File: src/rtl/hub_win_pkg.sv
package hub_win_pkg;

    typedef enum logic [1:0] {
        PH_IDLE = 2'd0,
        PH_WAIT = 2'd1,
        PH_EXEC = 2'd2
    } phase_e;

endpackage

File: src/rtl/hub_slot_ctr.sv
module hub_slot_ctr #(
    parameter int unsigned CNT_W = 4
) (
    input  logic             clk_i,
    input  logic             rst_ni,
    output logic [CNT_W-1:0] slot_o
);

    typedef struct packed {
        logic [CNT_W-1:0] slot;
    } ctr_t;

    ctr_t st_d, st_q;

    always_comb begin
        st_d      = st_q;
        st_d.slot = st_q.slot + CNT_W'(1);
    end

    always_ff @(posedge clk_i) begin
        if (!rst_ni) begin
            st_q <= '0;
        end else begin
            st_q <= st_d;
        end
    end

    assign slot_o = st_q.slot;

    // the counter advances by exactly one per clock
    assert_slot_step_R1: assert property (@(posedge clk_i) disable iff (!rst_ni)
        1'b1 |=> slot_o == $past(slot_o) + CNT_W'(1));

endmodule

File: src/rtl/hub_core_port.sv
module hub_core_port
    import hub_win_pkg::*;
#(
    parameter int unsigned      CNT_W     = 4,
    parameter int unsigned      EXEC_CLKS = 7,
    parameter int unsigned      EXEC_W    = 3,
    parameter logic [CNT_W-1:0] WIN_SLOT  = '0
) (
    input  logic             clk_i,
    input  logic             rst_ni,
    input  logic             req_i,
    input  logic [CNT_W-1:0] slot_i,
    output logic             win_o,
    output logic             stall_o,
    output logic             done_o,
    output logic             start_o
);

    typedef struct packed {
        phase_e            ph;
        logic [EXEC_W-1:0] rem;
    } port_t;

    localparam logic [EXEC_W-1:0] REM_LOAD = EXEC_W'(EXEC_CLKS - 1);

    port_t st_d, st_q;
    logic  win_hit;
    logic  start_c;
    logic  done_c;

    always_comb begin
        st_d    = st_q;
        win_hit = (slot_i == WIN_SLOT);
        start_c = 1'b0;
        done_c  = 1'b0;
        unique case (st_q.ph)
            PH_IDLE: begin
                if (req_i) begin
                    if (win_hit) begin
                        start_c   = 1'b1;
                        st_d.ph   = PH_EXEC;
                        st_d.rem  = REM_LOAD;
                    end else begin
                        st_d.ph   = PH_WAIT;
                    end
                end
            end
            PH_WAIT: begin
                if (win_hit) begin
                    start_c  = 1'b1;
                    st_d.ph  = PH_EXEC;
                    st_d.rem = REM_LOAD;
                end
            end
            PH_EXEC: begin
                if (st_q.rem == '0) begin
                    done_c  = 1'b1;
                    st_d.ph = PH_IDLE;
                end else begin
                    st_d.rem = st_q.rem - EXEC_W'(1);
                end
            end
            default: st_d.ph = PH_IDLE;
        endcase
    end

    always_ff @(posedge clk_i) begin
        if (!rst_ni) begin
            st_q <= '{ph: PH_IDLE, rem: '0};
        end else begin
            st_q <= st_d;
        end
    end

    assign win_o   = win_hit;
    assign stall_o = (st_q.ph != PH_IDLE);
    assign done_o  = done_c;
    assign start_o = start_c;

    // completion is a single-cycle pulse
    assert_done_pulse_R6: assert property (@(posedge clk_i) disable iff (!rst_ni)
        done_o |=> !done_o);

    // an accepted request stalls the core in the next cycle
    assert_stall_accept_R5: assert property (@(posedge clk_i) disable iff (!rst_ni)
        (!stall_o && req_i) |=> stall_o);

    // a request during a pending operation does not end the stall early
    assert_ignore_busy_R7: assert property (@(posedge clk_i) disable iff (!rst_ni)
        (stall_o && !done_o) |=> stall_o);

    // done only ever follows a stalled cycle
    assert_done_stalled_R3: assert property (@(posedge clk_i) disable iff (!rst_ni)
        done_o |-> stall_o);

endmodule

File: src/rtl/hub_window_seq.sv
module hub_window_seq #(
    parameter int unsigned NUM_CORES = 8,
    parameter int unsigned SLOT_CLKS = 2,
    parameter int unsigned EXEC_CLKS = 7
) (
    input  logic                                  clk_i,
    input  logic                                  rst_ni,
    input  logic [NUM_CORES-1:0]                  req_i,
    output logic [NUM_CORES-1:0]                  win_o,
    output logic [NUM_CORES-1:0]                  stall_o,
    output logic [NUM_CORES-1:0]                  done_o,
    output logic [$clog2(NUM_CORES*SLOT_CLKS)-1:0] slot_o,
    output logic [$clog2(NUM_CORES)-1:0]          owner_o
);

    localparam int unsigned PERIOD = NUM_CORES * SLOT_CLKS;
    localparam int unsigned CNT_W  = $clog2(PERIOD);
    localparam int unsigned OWN_W  = $clog2(NUM_CORES);
    localparam int unsigned EXEC_W = $clog2(EXEC_CLKS + 1);

    logic [CNT_W-1:0]     slot;
    logic [NUM_CORES-1:0] start;

    hub_slot_ctr #(
        .CNT_W (CNT_W)
    ) u_ctr (
        .clk_i  (clk_i),
        .rst_ni (rst_ni),
        .slot_o (slot)
    );

    for (genvar k = 0; k < NUM_CORES; k++) begin : g_port
        hub_core_port #(
            .CNT_W     (CNT_W),
            .EXEC_CLKS (EXEC_CLKS),
            .EXEC_W    (EXEC_W),
            .WIN_SLOT  (CNT_W'(k * SLOT_CLKS))
        ) u_port (
            .clk_i   (clk_i),
            .rst_ni  (rst_ni),
            .req_i   (req_i[k]),
            .slot_i  (slot),
            .win_o   (win_o[k]),
            .stall_o (stall_o[k]),
            .done_o  (done_o[k]),
            .start_o (start[k])
        );
    end

    assign slot_o  = slot;
    assign owner_o = slot[CNT_W-1 -: OWN_W];

    // no two operations start in the same clock
    assert_one_start_R9: assert property (@(posedge clk_i) disable iff (!rst_ni)
        $onehot0(start));

    // at most one window pulse, and it belongs to the current owner
    assert_win_owner_R2: assert property (@(posedge clk_i) disable iff (!rst_ni)
        $onehot0(win_o) && ((win_o == '0) || win_o[owner_o]));

    // an operation starts only in the owner's window cycle
    assert_start_in_win_R9: assert property (@(posedge clk_i) disable iff (!rst_ni)
        (start & ~win_o) == '0);

endmodule

File: config.mk
export PLATFORM = sky130hd
export DESIGN_NAME = hub_window_seq
export DESIGN_NICKNAME = d
export VERILOG_FILES = /design/src/rtl/hub_win_pkg.sv /design/src/rtl/hub_slot_ctr.sv /design/src/rtl/hub_core_port.sv /design/src/rtl/hub_window_seq.sv
export SDC_FILE = /design/constraint.sdc
export NUM_CORES = 1
export LEC_CHECK = 0
export BUFFER_PORTS_ARGS = -buffer_cell sky130_fd_sc_hd__buf_4
export CAP_MARGIN = 20
export CORE_MARGIN = 3
export CORE_UTILIZATION = 45
export CTS_CLUSTER_DIAMETER = 30
export DETAILED_ROUTE_END_ITERATION = 8
export HOLD_SLACK_MARGIN = 0.12
export PLACE_DENSITY = 0.64
export SKIP_CTS_REPAIR_TIMING = 1
export SLEW_MARGIN = 10
export SYNTH_ARGS = -nofsm -noshare
export SYNTH_HDL_FRONTEND = slang
export SYNTH_SLANG_ARGS = --single-unit
File: constraint.sdc
create_clock -name clk_i -period 3 [get_ports clk_i]
set_clock_uncertainty 0.1 [all_clocks]
set_input_delay 0.15 -clock clk_i [delete_from_list [all_inputs] [get_ports clk_i]]
set_output_delay 0.15 -clock clk_i [all_outputs]
set_load 0.1 [all_outputs]
---- Word-level counts from Yosys, hierarchy flattened ----
Index checks and enable logic that the tools add are counted.
cells by class
  add/sub/neg operators ................... 9
  reduce and logical (&&, ||, !) cells .... 49
  eq/ne operators ......................... 63
  muxes and demuxes ....................... 80
operator list
  cell                 count
  $mux 5               16
  $pmux 3 s3           8
  $mux 3               16
  $ne 2x1->1 const B   24
  $pmux 2 s3           8
  $reduce_and 5->1     8
  $mux 2               16
  $ne 2x2->1 const B   16
  $logic_not 3->1      8
  $reduce_and 3->1     8
  $reduce_bool 3->1    8
  $sub 3x1->3 const B  8
  $eq 2x1->1 const B   8
  $eq 2x2->1 const B   8
  $eq 4x4->1 const B   4
  $logic_not 2->1      8
  $mux 1               16
  $reduce_bool 2->1    8
  $eq 4x3->1 const B   2
  $add 4x1->4 const B  1
  $eq 4x2->1 const B   1
  $logic_not 4->1      1
word-level totals
  logic and storage cells ................. 218
  output and inout port bits .............. 31
  register bits ........................... 44
  input bits .............................. 10

---- Longest topological paths before layout ----
Gate-level depths: netlist of run 1.
  word-level depth ........................ 4
  gate-level depth with buffers ........... 5

---- Modules after synthesis ----
Synthesis of run 1 repeated with hierarchy kept, for this count alone.
second synthesis, totals
  cell total of the unflattened synthesis .. 256
  area total of the unflattened synthesis .. 2536.2 um^2
modules (own cells, without submodules)
  module                                seq. area each (um^2)  area an instance (um^2)  times used  cells each
  hub_core_port (g_port[3].u_port ...)  100.1                  315.3                    3           33
  hub_core_port (g_port[1].u_port ...)  100.1                  270.3                    3           25
  hub_core_port (g_port[7].u_port)      100.1                  314.1                    1           33
  hub_core_port (g_port[0].u_port)      100.1                  297.8                    1           33
  hub_slot_ctr                          80.1                   145.1                    1           13
  hub_window_seq                        0.0                    22.5                     1           3

---- Least setup slack after synthesis of run 1 ----
No wires, ideal clock.
  path type ............................... register -> register
  from .................................... reg u_ctr.st_q, in the netlist u_ctr.slot_o[0]
  to ...................................... reg g_port[1].u_port.st_q[1] (netlist name)
  arrival ................................. 2043 ps
  cell stages (with the launch flop) ...... 6
  library setup time ...................... 122 ps
  setup slack ............................. 735 ps
  clock period less this slack ............ 2265 ps
  data required time ...................... 2778 ps
  buffers on the path ..................... 0
  cells stage by stage .................... dfxtp_1 > inv_1 > ha_1 > nor3b_2 > nor3b_2 > o311a_1
between the ends
  cells in the longest elaborated chain, start to end .. 3
  elaborated cells between the ends (all ways) .. 4
ends and longest elaborated chain
  element                              RTL line             RTL
  start, declared                      hub_slot_ctr.sv:13   ctr_t st_d, st_q;
  start signal, assigned               hub_slot_ctr.sv:24   st_q <= st_d;
  $eq 4x2->1 *                         hub_core_port.sv:33  win_hit = (slot_i == WIN_SLOT);
  net g_port[1].u_port.win_o           hub_core_port.sv:13  output logic win_o,
  $ne 2x1->1 (no source line)          --
  $reduce_and 5->1 (no source line) *  --
  end signal, assigned                 hub_core_port.sv:69  st_q <= '{ph: PH_IDLE, rem: '0};
  end signal, assigned                 hub_core_port.sv:71  st_q <= st_d;
  end, declared                        hub_core_port.sv:26  port_t st_d, st_q;
The timed path passes the listed nets; every way through them passes the cells marked *.
A chain may end at the register's enable or synchronous reset.

---- Worst setup path after layout of run 1 ----
  from .................................... reg u_ctr.st_q, in the netlist u_ctr.slot_o[0]
  to ...................................... out win_o[0]
between the ends
  cells in the longest elaborated chain, start to end .. 1
ends and longest elaborated chain
  element          RTL line             RTL
  $logic_not 4->1  hub_core_port.sv:33
  end, declared    hub_window_seq.sv:9  output logic [NUM_CORES-1:0] win_o,
No other way between the ends.

==> impl_metrics.json, run 1 <==
{
  "cts_buffer_depth": 2,
  "wl_per_cell_um": 11.3,
  "grt_max_degree": 53,
  "numCtsBuffers": 5,
  "worstHoldStart": "req_i[2]",
  "crit_type": "flop to primary output",
  "area_growth_pct": 10.7,
  "final_common_cell": "dfxtp_1",
  "synth-seq-area-share_pct": 34.2,
  "fmaxAchievable_mhz": 488,
  "fin_crit_ns": 2.05,
  "multiInputGateArea_um2": 1360,
  "status": "finished clean",
  "die_w_um": 81.6,
  "fp.dieArea_um2": 6660,
  "grt_pass1_wl_mm": 7.56,
  "start_util_pct": 48.5,
  "dp_hpwl_mm": 3.29,
  "dpl_cell_area_um2": 2720,
  "cp-startpoint": "u_ctr.slot_o[0]$_SDFF_PN0_",
  "reg2reg_from": "u_ctr.slot_o[0]$_SDFF_PN0_",
  "setup_slack_ns": 0.952,
  "drv_slew": 0,
  "io_buffers": 40,
  "tns_ns": 0,
  "rsz0062_at_grt": "no",
  "whs_ns": 0.107,
  "ys_seq_elements": 44,
  "p_total_mw": 1.32,
  "h-tree-depth": 2,
  "cp-start-kind": "flop",
  "worst_pin_slew_ns": 0.507,
  "p_leak_nw": 1.30,
  "antenna_cells": 0,
  "synth.net_count": 330,
  "totalWireLength_mm": 4.39,
  "drive_gt1_share_pct": 18.2,
  "clk_pin_slew_ns": 0.08,
  "synth_cell_types": 29,
  "ir_drop_uv": 251,
  "hold_class": "input pin to flop",
  "critical_path_required_ns": 2.75,
  "boundaryPins": 41,
  "drc": 0,
  "ant_nets": 0,
  "syn_inst": 301,
  "cts-root-buf": "clkbuf_8",
  "grtUsageTotal_pct": 14.4,
  "critPathCaptureType": "primary output",
  "final_cell_area_um2": 2850,
  "setup_viol": 0,
  "finish.utilization_pct": 53.8,
  "finalHoldViolCount": 0,
  "die_y_um": 81.6,
  "cp.arrival_ns": 1.80,
  "drv_cap": 0,
  "insertion_delay_ns": 0.29,
  "synth_top_area_share_pct": 34.2,
  "synth_top_cell_by_area": "dfxtp_1",
  "period_share_pct": 68.3,
  "relSlewSlack_pct": 66.2,
  "powerDensity_nw_per_um2": 463,
  "nNetsFinal": 346,
  "synth_area_per_cell_um2": 8.55,
  "antenna_found_initial": 0,
  "nFillCells": 522,
  "row_count": 26,
  "initialDrtViolationCount": 68,
  "placedCellCount": 376,
  "avgViaCountPerCell": 4.96,
  "place_ws_ns": 1.26,
  "seq_area_um2": 881,
  "mostFrequentLayoutCells": "44 x dfxtp_1, 40 x buf_4, 33 x nor2_1",
  "grt_pass1_vias": 1778,
  "core_area_um2": 5300,
  "first_pass_iters": 4,
  "cp_max_fo": 5,
  "place.gp.congestion": 0.744,
  "stdcell_count": 388,
  "dr_total_vias": 1923,
  "syn_area_um2": 2570,
  "cts_tree": "yes",
  "clkSinkCount": 44,
  "grt.overflow.total": 0,
  "yosysWarningCount": 0,
  "synth.area.top_cells": "dfxtp_1 34%, ha_1 9.2%, buf_4 7.9%, o311a_1 6.2%, nor2_1 4.8%"
}
==> cell usage after synthesis <==
library cell	number
nand2_1	8
xnor2_1	1
nand4_1	8
dfxtp_1	44
nor3b_2	2
nor3_1	6
o21a_1	7
o311a_1	16
nor4b_1	8
nand3_1	11
o22ai_1	1
nand2b_1	16
clkbuf_1	6
xor2_1	1
buf_4	27
or3b_4	1
and2_1	18
or2_2	8
nor2b_1	10
o2111a_1	1
buf_6	1
nor3_4	1
inv_1	25
nor2_1	33
ha_1	19
buf_2	1
o21ai_0	9
o31ai_1	8
nand3b_1	4
==> cells by family after synthesis <==
logic type               after synthesis  share of synthesized area (%)
flip-flops                            44                           34.2
buffers and inverters                 60                           13.0
XOR/XNOR                               2                          0.681
adder cells (fa/ha/maj)               19                           9.24
AND/OR/NAND/NOR                      134                           29.8
AO/OA/AOI/OAI                         42                           13.0
==> sequential cells by signal, summed over array words and instances (netlist names) <==
register,cells
g_port.u_port.st_q,40
u_ctr.slot_o,4
==> metal layers <==
metal  track usage [%]  vias to the layer above  part of all wire, %
met2              23.2                       29                   43
met4              5.98                        0                  1.7
met3              3.40                        8                  4.4
li1                  -                     1033                    -
met1              18.4                      853                   51
met5                 0                        -                    0
==> layout make-up <==
type / instances / share of cell area [%]
Tap cell: 70 / 3.07
Clock buffer: 8 / 3.16
Timing Repair Buffer: 44 / 11.9
Multi-Input combinational cell: 197 / 47.6
Inverter: 25 / 3.29
Sequential cell: 44 / 30.9
==> critical path, stage by stage, from the launching register on <==
cell and delay (ns):
dfxtp_1 0.36, inv_1 0.09, ha_1 0.23, or3b_4 0.43, inv_1 0.10, buf_4 0.29
==> power breakdown <==
| part | total, mW | switching (mW) | internal, mW |
|---|---|---|---|
| Combinational | 0.318 | 0.229 | 0.0890 |
| Clock | 0.373 | 0.186 | 0.188 |
| Sequential | 0.629 | 0.0226 | 0.606 |
| Total | 1.32 | 0.437 | 0.883 |
==> final timing paths <==
| kind | endpoint | slack, ns | depth (start not counted) |
|---|---|---|---|
| worst max-delay path | win_o[0] | 0.95 | 5 |
| worst min-delay path | g_port[2].u_port.st_q[3]$_SDFFE_PN0P_ | 0.11 | 3 |
| worst max register to register | g_port[0].u_port.st_q[2]$_SDFFE_PN0P_ | 1.33 | 5 |
| worst min register to register | g_port[7].u_port.st_q[0]$_SDFFE_PN0P_ | 0.35 | 2 |
Note: power is estimated with default switching activity, not from simulation.
==> run 2: changes to the inputs <==
--- a/config.mk
+++ b/config.mk
@@ -12,7 +12,7 @@
 export CTS_CLUSTER_DIAMETER = 30
 export DETAILED_ROUTE_END_ITERATION = 8
 export HOLD_SLACK_MARGIN = 0.12
-export PLACE_DENSITY = 0.64
+export PLACE_DENSITY = 0.66
 export SKIP_CTS_REPAIR_TIMING = 1
 export SLEW_MARGIN = 10
 export SYNTH_ARGS = -nofsm -noshare
==> constraint.sdc (replaced) <==
create_clock -name clk_i -period 1.75 [get_ports clk_i]
set_clock_uncertainty 0.1 [all_clocks]
set_input_delay 0.0875 -clock clk_i [delete_from_list [all_inputs] [get_ports clk_i]]
set_output_delay 0.0875 -clock clk_i [all_outputs]
set_load 0.1 [all_outputs]
==> run 2 against run 1 <==
Compared with the run above: total power up 75%; worst setup slack worse by 0.92 ns; critical endpoint unchanged; register-to-register slack worse by 1.2 ns; via count up 5.3%; critical path depth unchanged; die area unchanged; sequential share of layout area down 1.2 points; count of clock-buffer cells in the layout unchanged; final area up 5.1%; global-route usage down 0.22 points; highest routed layer unchanged; combinational power up 86%.
==> impl_metrics.json, run 2 (same netlist as run 1, synthesis figures left out) <==
{
  "relSlewSlack_pct": 67.6,
  "critical_path_buf_inv_count": 3,
  "clk_pin_slew_ns": 0.08,
  "whs_ns": 0.133,
  "mostFrequentLayoutCells": "47 x buf_4, 40 x dfxtp_1, 33 x nor2_1",
  "path_cells": "inv_2 -> ha_2 -> or3b_4 -> inv_4 -> buf_12",
  "antenna_found_initial": 0,
  "dr_total_vias": 2025,
  "cp_max_fo": 4,
  "multiInputGateArea_um2": 1370,
  "switching_share_pct": 32.9,
  "p_leak_nw": 1.37,
  "ff2ff_path_depth": 5,
  "cp-start-kind": "flop",
  "crit_family": "simple AND/OR/NAND/NOR gates",
  "status": "finished clean",
  "seqPwrFrac_pct": 46.7,
  "cts_buffer_depth": 2,
  "slowest_delay_ns": 0.42,
  "rsz0062_at_grt": "yes",
  "cp.arrival_ns": 1.54,
  "grt_max_degree": 53,
  "cts-root-buf": "clkbuf_8",
  "insertion_delay_ns": 0.28,
  "top_register": "g_port.u_port.st_q",
  "totalWireLength_mm": 4.60,
  "first_pass_iters": 6,
  "core_area_um2": 5300,
  "whs_path_depth": 4,
  "crit_type": "flop to primary output",
  "ir_drop_uv": 431,
  "drv_cap": 0,
  "fin_crit_ns": 1.72,
  "cts_tree": "yes",
  "switching_power_uw": 760,
  "drc": 0,
  "setup_viol": 0,
  "fmaxAchievable_mhz": 580,
  "reg2reg_from": "u_ctr.slot_o[0]$_SDFF_PN0_",
  "place.gp.congestion": 0.802,
  "critical_path_required_ns": 1.56,
  "power.internal_mw": 1.55,
  "row_count": 26,
  "power_frac_clock_pct": 27.7,
  "comb_power_share_pct": 25.6,
  "seq_area_um2": 891,
  "critPathCaptureType": "primary output",
  "fp.dieArea_um2": 6660,
  "largest_reg_flops": 40,
  "numCtsBuffers": 5,
  "grt_pass1_wl_mm": 7.58,
  "final_common_cell": "buf_4",
  "finalHoldViolCount": 0,
  "powerDensity_nw_per_um2": 770,
  "drive_gt1_share_pct": 22.7,
  "antenna_cells": 0,
  "dp_hpwl_mm": 3.37,
  "worstHoldStart": "req_i[0]",
  "die_w_um": 81.6,
  "grtUsageTotal_pct": 14.2,
  "clkSinkCount": 44,
  "h-tree-depth": 2,
  "area_growth_pct": 16.4,
  "worst_pin_slew_ns": 0.486,
  "cp-startpoint": "u_ctr.slot_o[0]$_SDFF_PN0_",
  "grt.overflow.total": 0,
  "crit_path_top_delay_cell": "or3b_4",
  "placedCellCount": 382,
  "nNetsFinal": 359,
  "initialDrtViolationCount": 70,
  "hold_class": "input pin to flop",
  "drv_slew": 0,
  "ant_nets": 0,
  "start_util_pct": 48.5,
  "stdcell_count": 401,
  "period_share_pct": 98.5,
  "cp.depth": 5,
  "boundaryPins": 41,
  "die_y_um": 81.6,
  "io_buffers": 40,
  "grt_pass1_vias": 1848,
  "nFillCells": 491,
  "avgViaCountPerCell": 5.05,
  "wl_per_cell_um": 11.5
}
==> run 2: changes by cell type in the layout (fill, tap and decap cells not counted), sizes merged <==
cell,previous run,this run
dlygate4sd3,4,7
buf,40,50
==> run 2: per-layer routing <==
layer,GRT usage [%],part of all wire (%)
met4,3.99,0.91
met2,25.7,47
met1,16.9,49
met5,0,0
met3,2.74,3.4
==> run 2: path summary, 6_finish.rpt <==
| kind | endpoint | slack [ns] |
|---|---|---|
| worst max-delay path | win_o[0] | 0.03 |
| worst min-delay path | g_port[0].u_port.st_q[4]$_SDFFE_PN0P_ | 0.13 |
| worst min register to register | u_ctr.slot_o[0]$_SDFF_PN0_ | 0.35 |
| worst max register to register | g_port[0].u_port.st_q[2]$_SDFFE_PN0P_ | 0.17 |
==> run 2: power groups by stage <==
stage / logic [mW] / clock network (mW) / registers [mW]
floorplan: 0.447 / 0 / 1.13
global placement: 0.545 / 0 / 1.10
detailed placement: 0.547 / 0 / 1.10
CTS: 0.548 / 0.668 / 1.08
global route: 0.626 / 0.701 / 1.08
finish: 0.591 / 0.640 / 1.08
==> run 2: cell type report <==
class | instances | area share [%]
multi-input cells | 197 | 45.6
flip-flops and latches | 44 | 29.7
repair buffers | 57 | 15.5
inverters | 25 | 3.22
clock buffers | 8 | 3.01
well taps | 70 | 2.92
==> run 2: per-stage QoR <==
step	utilization (%)	setup TNS (ns)	cell area, um^2	power, mW	setup WS, ns
finish	56.5	0	3000	2.31	0.0271
global route	56.5	-0.0270	3000	2.41	-0.0270
CTS	54.0	-0.167	2870	2.30	-0.167
detailed placement	52.3	0	2780	1.65	0.156
global placement	52.3	0	2780	1.65	0.180
floorplan	-	0	2580	1.58	0.0232
==> run 2: worst reg2reg max path, cell delays in order, from the launching register on <==
cell     delay [ns]
dfxtp_4        0.36
inv_2          0.06
ha_2           0.17
or3b_4         0.42
nor3_4         0.23
o311a_1        0.19
==> run 3: changes to the inputs <==
--- a/config.mk
+++ b/config.mk
@@ -13,6 +13,7 @@
 export DETAILED_ROUTE_END_ITERATION = 8
 export HOLD_SLACK_MARGIN = 0.12
 export PLACE_DENSITY = 0.66
+export SETUP_SLACK_MARGIN = 0.05
 export SKIP_CTS_REPAIR_TIMING = 1
 export SLEW_MARGIN = 10
 export SYNTH_ARGS = -nofsm -noshare
==> run 3 against run 2 <==
Compared with the run above: largest cell class unchanged; combinational power is 0.8% higher; global-route usage is 0.96 points higher; largest power group unchanged; via count is 0.99% lower; first-iteration DRC count is 39% higher; critical path type unchanged; final area is 0.96% higher; utilization is 0.54 points higher; total power is 3.4% higher.
==> impl_metrics.json, run 3 (same netlist as run 1, synthesis figures left out) <==
{
  "ff2ff_path_depth": 5,
  "largest_reg_flops": 40,
  "cpMostUsedCell": "inv_4",
  "grt_max_degree": 53,
  "grt.overflow.total": 0,
  "cp_max_fo": 5,
  "nFillCells": 477,
  "place_ws_ns": 0.126,
  "status": "finished clean",
  "grt_pass1_wl_mm": 7.93,
  "nNetsFinal": 354,
  "worst_pin_slew_ns": 0.482,
  "grt_pass1_vias": 1797,
  "worstHoldStart": "req_i[0]",
  "drv_cap": 0,
  "start_util_pct": 48.5,
  "reg2reg_to": "g_port[1].u_port.st_q[1]$_SDFFE_PN0P_",
  "stdcell_count": 396,
  "h-tree-depth": 2,
  "clk_pin_slew_ns": 0.08,
  "fmaxAchievable_mhz": 585,
  "setup_slack_ns": 0.0412,
  "avgViaCountPerCell": 5.06,
  "core_area_um2": 5300,
  "first_pass_iters": 4,
  "mostFrequentLayoutCells": "40 x dfxtp_1, 36 x buf_4, 33 x nor2_1",
  "antenna_cells": 0,
  "crit_family": "simple AND/OR/NAND/NOR gates",
  "busiest_layer": "met2",
  "cts_tree": "yes",
  "final_cell_area_um2": 3030,
  "initialDrtViolationCount": 97,
  "area_growth_pct": 17.5,
  "placedCellCount": 380,
  "top_register": "g_port.u_port.st_q",
  "switching_power_uw": 791,
  "finalHoldViolCount": 0,
  "final_common_cell": "dfxtp_1",
  "setup_viol": 0,
  "io_buffers": 40,
  "slowest_delay_ns": 0.41,
  "dp_hpwl_mm": 3.42,
  "ir_drop_uv": 451,
  "rsz0062_at_grt": "yes",
  "place.gp.congestion": 0.827,
  "cp-start-kind": "flop",
  "reg2reg_from": "u_ctr.slot_o[0]$_SDFF_PN0_",
  "cts-root-buf": "clkbuf_8",
  "totalWireLength_mm": 4.73,
  "clkSinkCount": 44,
  "dpl_cell_area_um2": 2760,
  "relSlewSlack_pct": 67.6,
  "comb_power_share_pct": 25.0,
  "critical_path_buf_inv_count": 3,
  "grt_util_met1_pct": 19.0,
  "fin_crit_ns": 1.71,
  "cp.depth": 5,
  "insertion_delay_ns": 0.29,
  "boundaryPins": 41,
  "row_count": 26,
  "drive_gt1_share_pct": 22.4,
  "ant_nets": 0,
  "period_share_pct": 97.6,
  "crit_type": "flop to primary output",
  "seqPwrFrac_pct": 45.3,
  "ff2ff_setup_slack_ns": 0.11,
  "power.internal_mw": 1.60,
  "fp.dieArea_um2": 6660,
  "drv_slew": 0,
  "powerDensity_nw_per_um2": 789,
  "hold_class": "input pin to flop",
  "crit_path_top_delay_cell": "or3b_4",
  "path_cells": "inv_4 -> ha_4 -> or3b_4 -> inv_4 -> buf_12",
  "die_w_um": 81.6,
  "critical_path_required_ns": 1.56,
  "drc": 0,
  "die_y_um": 81.6,
  "critPathCaptureType": "primary output",
  "whs_path_depth": 4,
  "switching_share_pct": 33.1,
  "whs_ns": 0.111,
  "cp.arrival_ns": 1.52,
  "wl_per_cell_um": 11.9,
  "numCtsBuffers": 5,
  "dr_total_vias": 2005,
  "min_to": "g_port[0].u_port.st_q[4]$_SDFFE_PN0P_",
  "power_frac_clock_pct": 29.7,
  "tns_ns": 0,
  "grtUsageTotal_pct": 15.1,
  "grt_util_met2_pct": 25.1,
  "p_leak_nw": 1.36,
  "cts_buffer_depth": 2,
  "use_met3_pct": 4.06,
  "antenna_found_initial": 0
}
[run 3: cell count changes in the layout (fill, tap and decap cells not counted), sizes merged]
cell | before | now
clkinv | 0 | 1
clkbuf | 8 | 7
dlygate4sd3 | 7 | 6
buf | 50 | 46
[run 3: cell type report]
type                    instances  area, um^2  share of cell area, %
well taps                      70        87.6                   2.89
flip-flops and latches         44         891                   29.4
repair buffers                 52         460                   15.2
clock inverters                 1        5.00                  0.165
multi-input cells             197        1380                   45.7
inverters                      25         101                   3.35
clock buffers                   7        97.6                   3.23
[run 3: metrics by stage]
stage	utilization (%)	power [mW]
2_1_floorplan	-	1.58
3_3_place_gp	52.1	1.64
3_5_place_dp	52.1	1.65
4_1_cts	54.0	2.36
5_1_grt	57.1	2.51
6_report	57.1	2.39
[run 3: layer usage]
layer	up-vias	share of wire (%)
met5	-	0
met4	0	1.3
met3	7	4.4
met2	34	47
met1	909	47
li1	1055	-
[run 3: worst max path at each step]
stage / start / to / slack [ns]
after floorplan: u_ctr.slot_o[3]$_SDFF_PN0_ / g_port[4].u_port.st_q[2]$_SDFFE_PN0P_ / 0.05
after global placement: u_ctr.slot_o[0]$_SDFF_PN0_ / win_o[0] / 0.16
after detailed placement: u_ctr.slot_o[0]$_SDFF_PN0_ / win_o[0] / 0.13
after CTS: u_ctr.slot_o[0]$_SDFF_PN0_ / win_o[0] / -0.21
after global routing: u_ctr.slot_o[1]$_SDFF_PN0_ / win_o[0] / -0.01
final: u_ctr.slot_o[0]$_SDFF_PN0_ / win_o[0] / 0.04
[run 3: worst register-to-register path: stages (launching register included)]
cell     delay, ns
dfxtp_4       0.37
inv_4         0.06
ha_1          0.24
nor3b_4       0.32
nor3b_4       0.31
o311a_1       0.19
[run 3: power groups by stage]
stage | registers [mW] | logic [mW] | clock network [mW]
CTS | 1.08 | 0.545 | 0.740
finish | 1.08 | 0.596 | 0.709
global route | 1.09 | 0.634 | 0.779
detailed placement | 1.10 | 0.543 | 0
global placement | 1.10 | 0.541 | 0
floorplan | 1.13 | 0.447 | 0
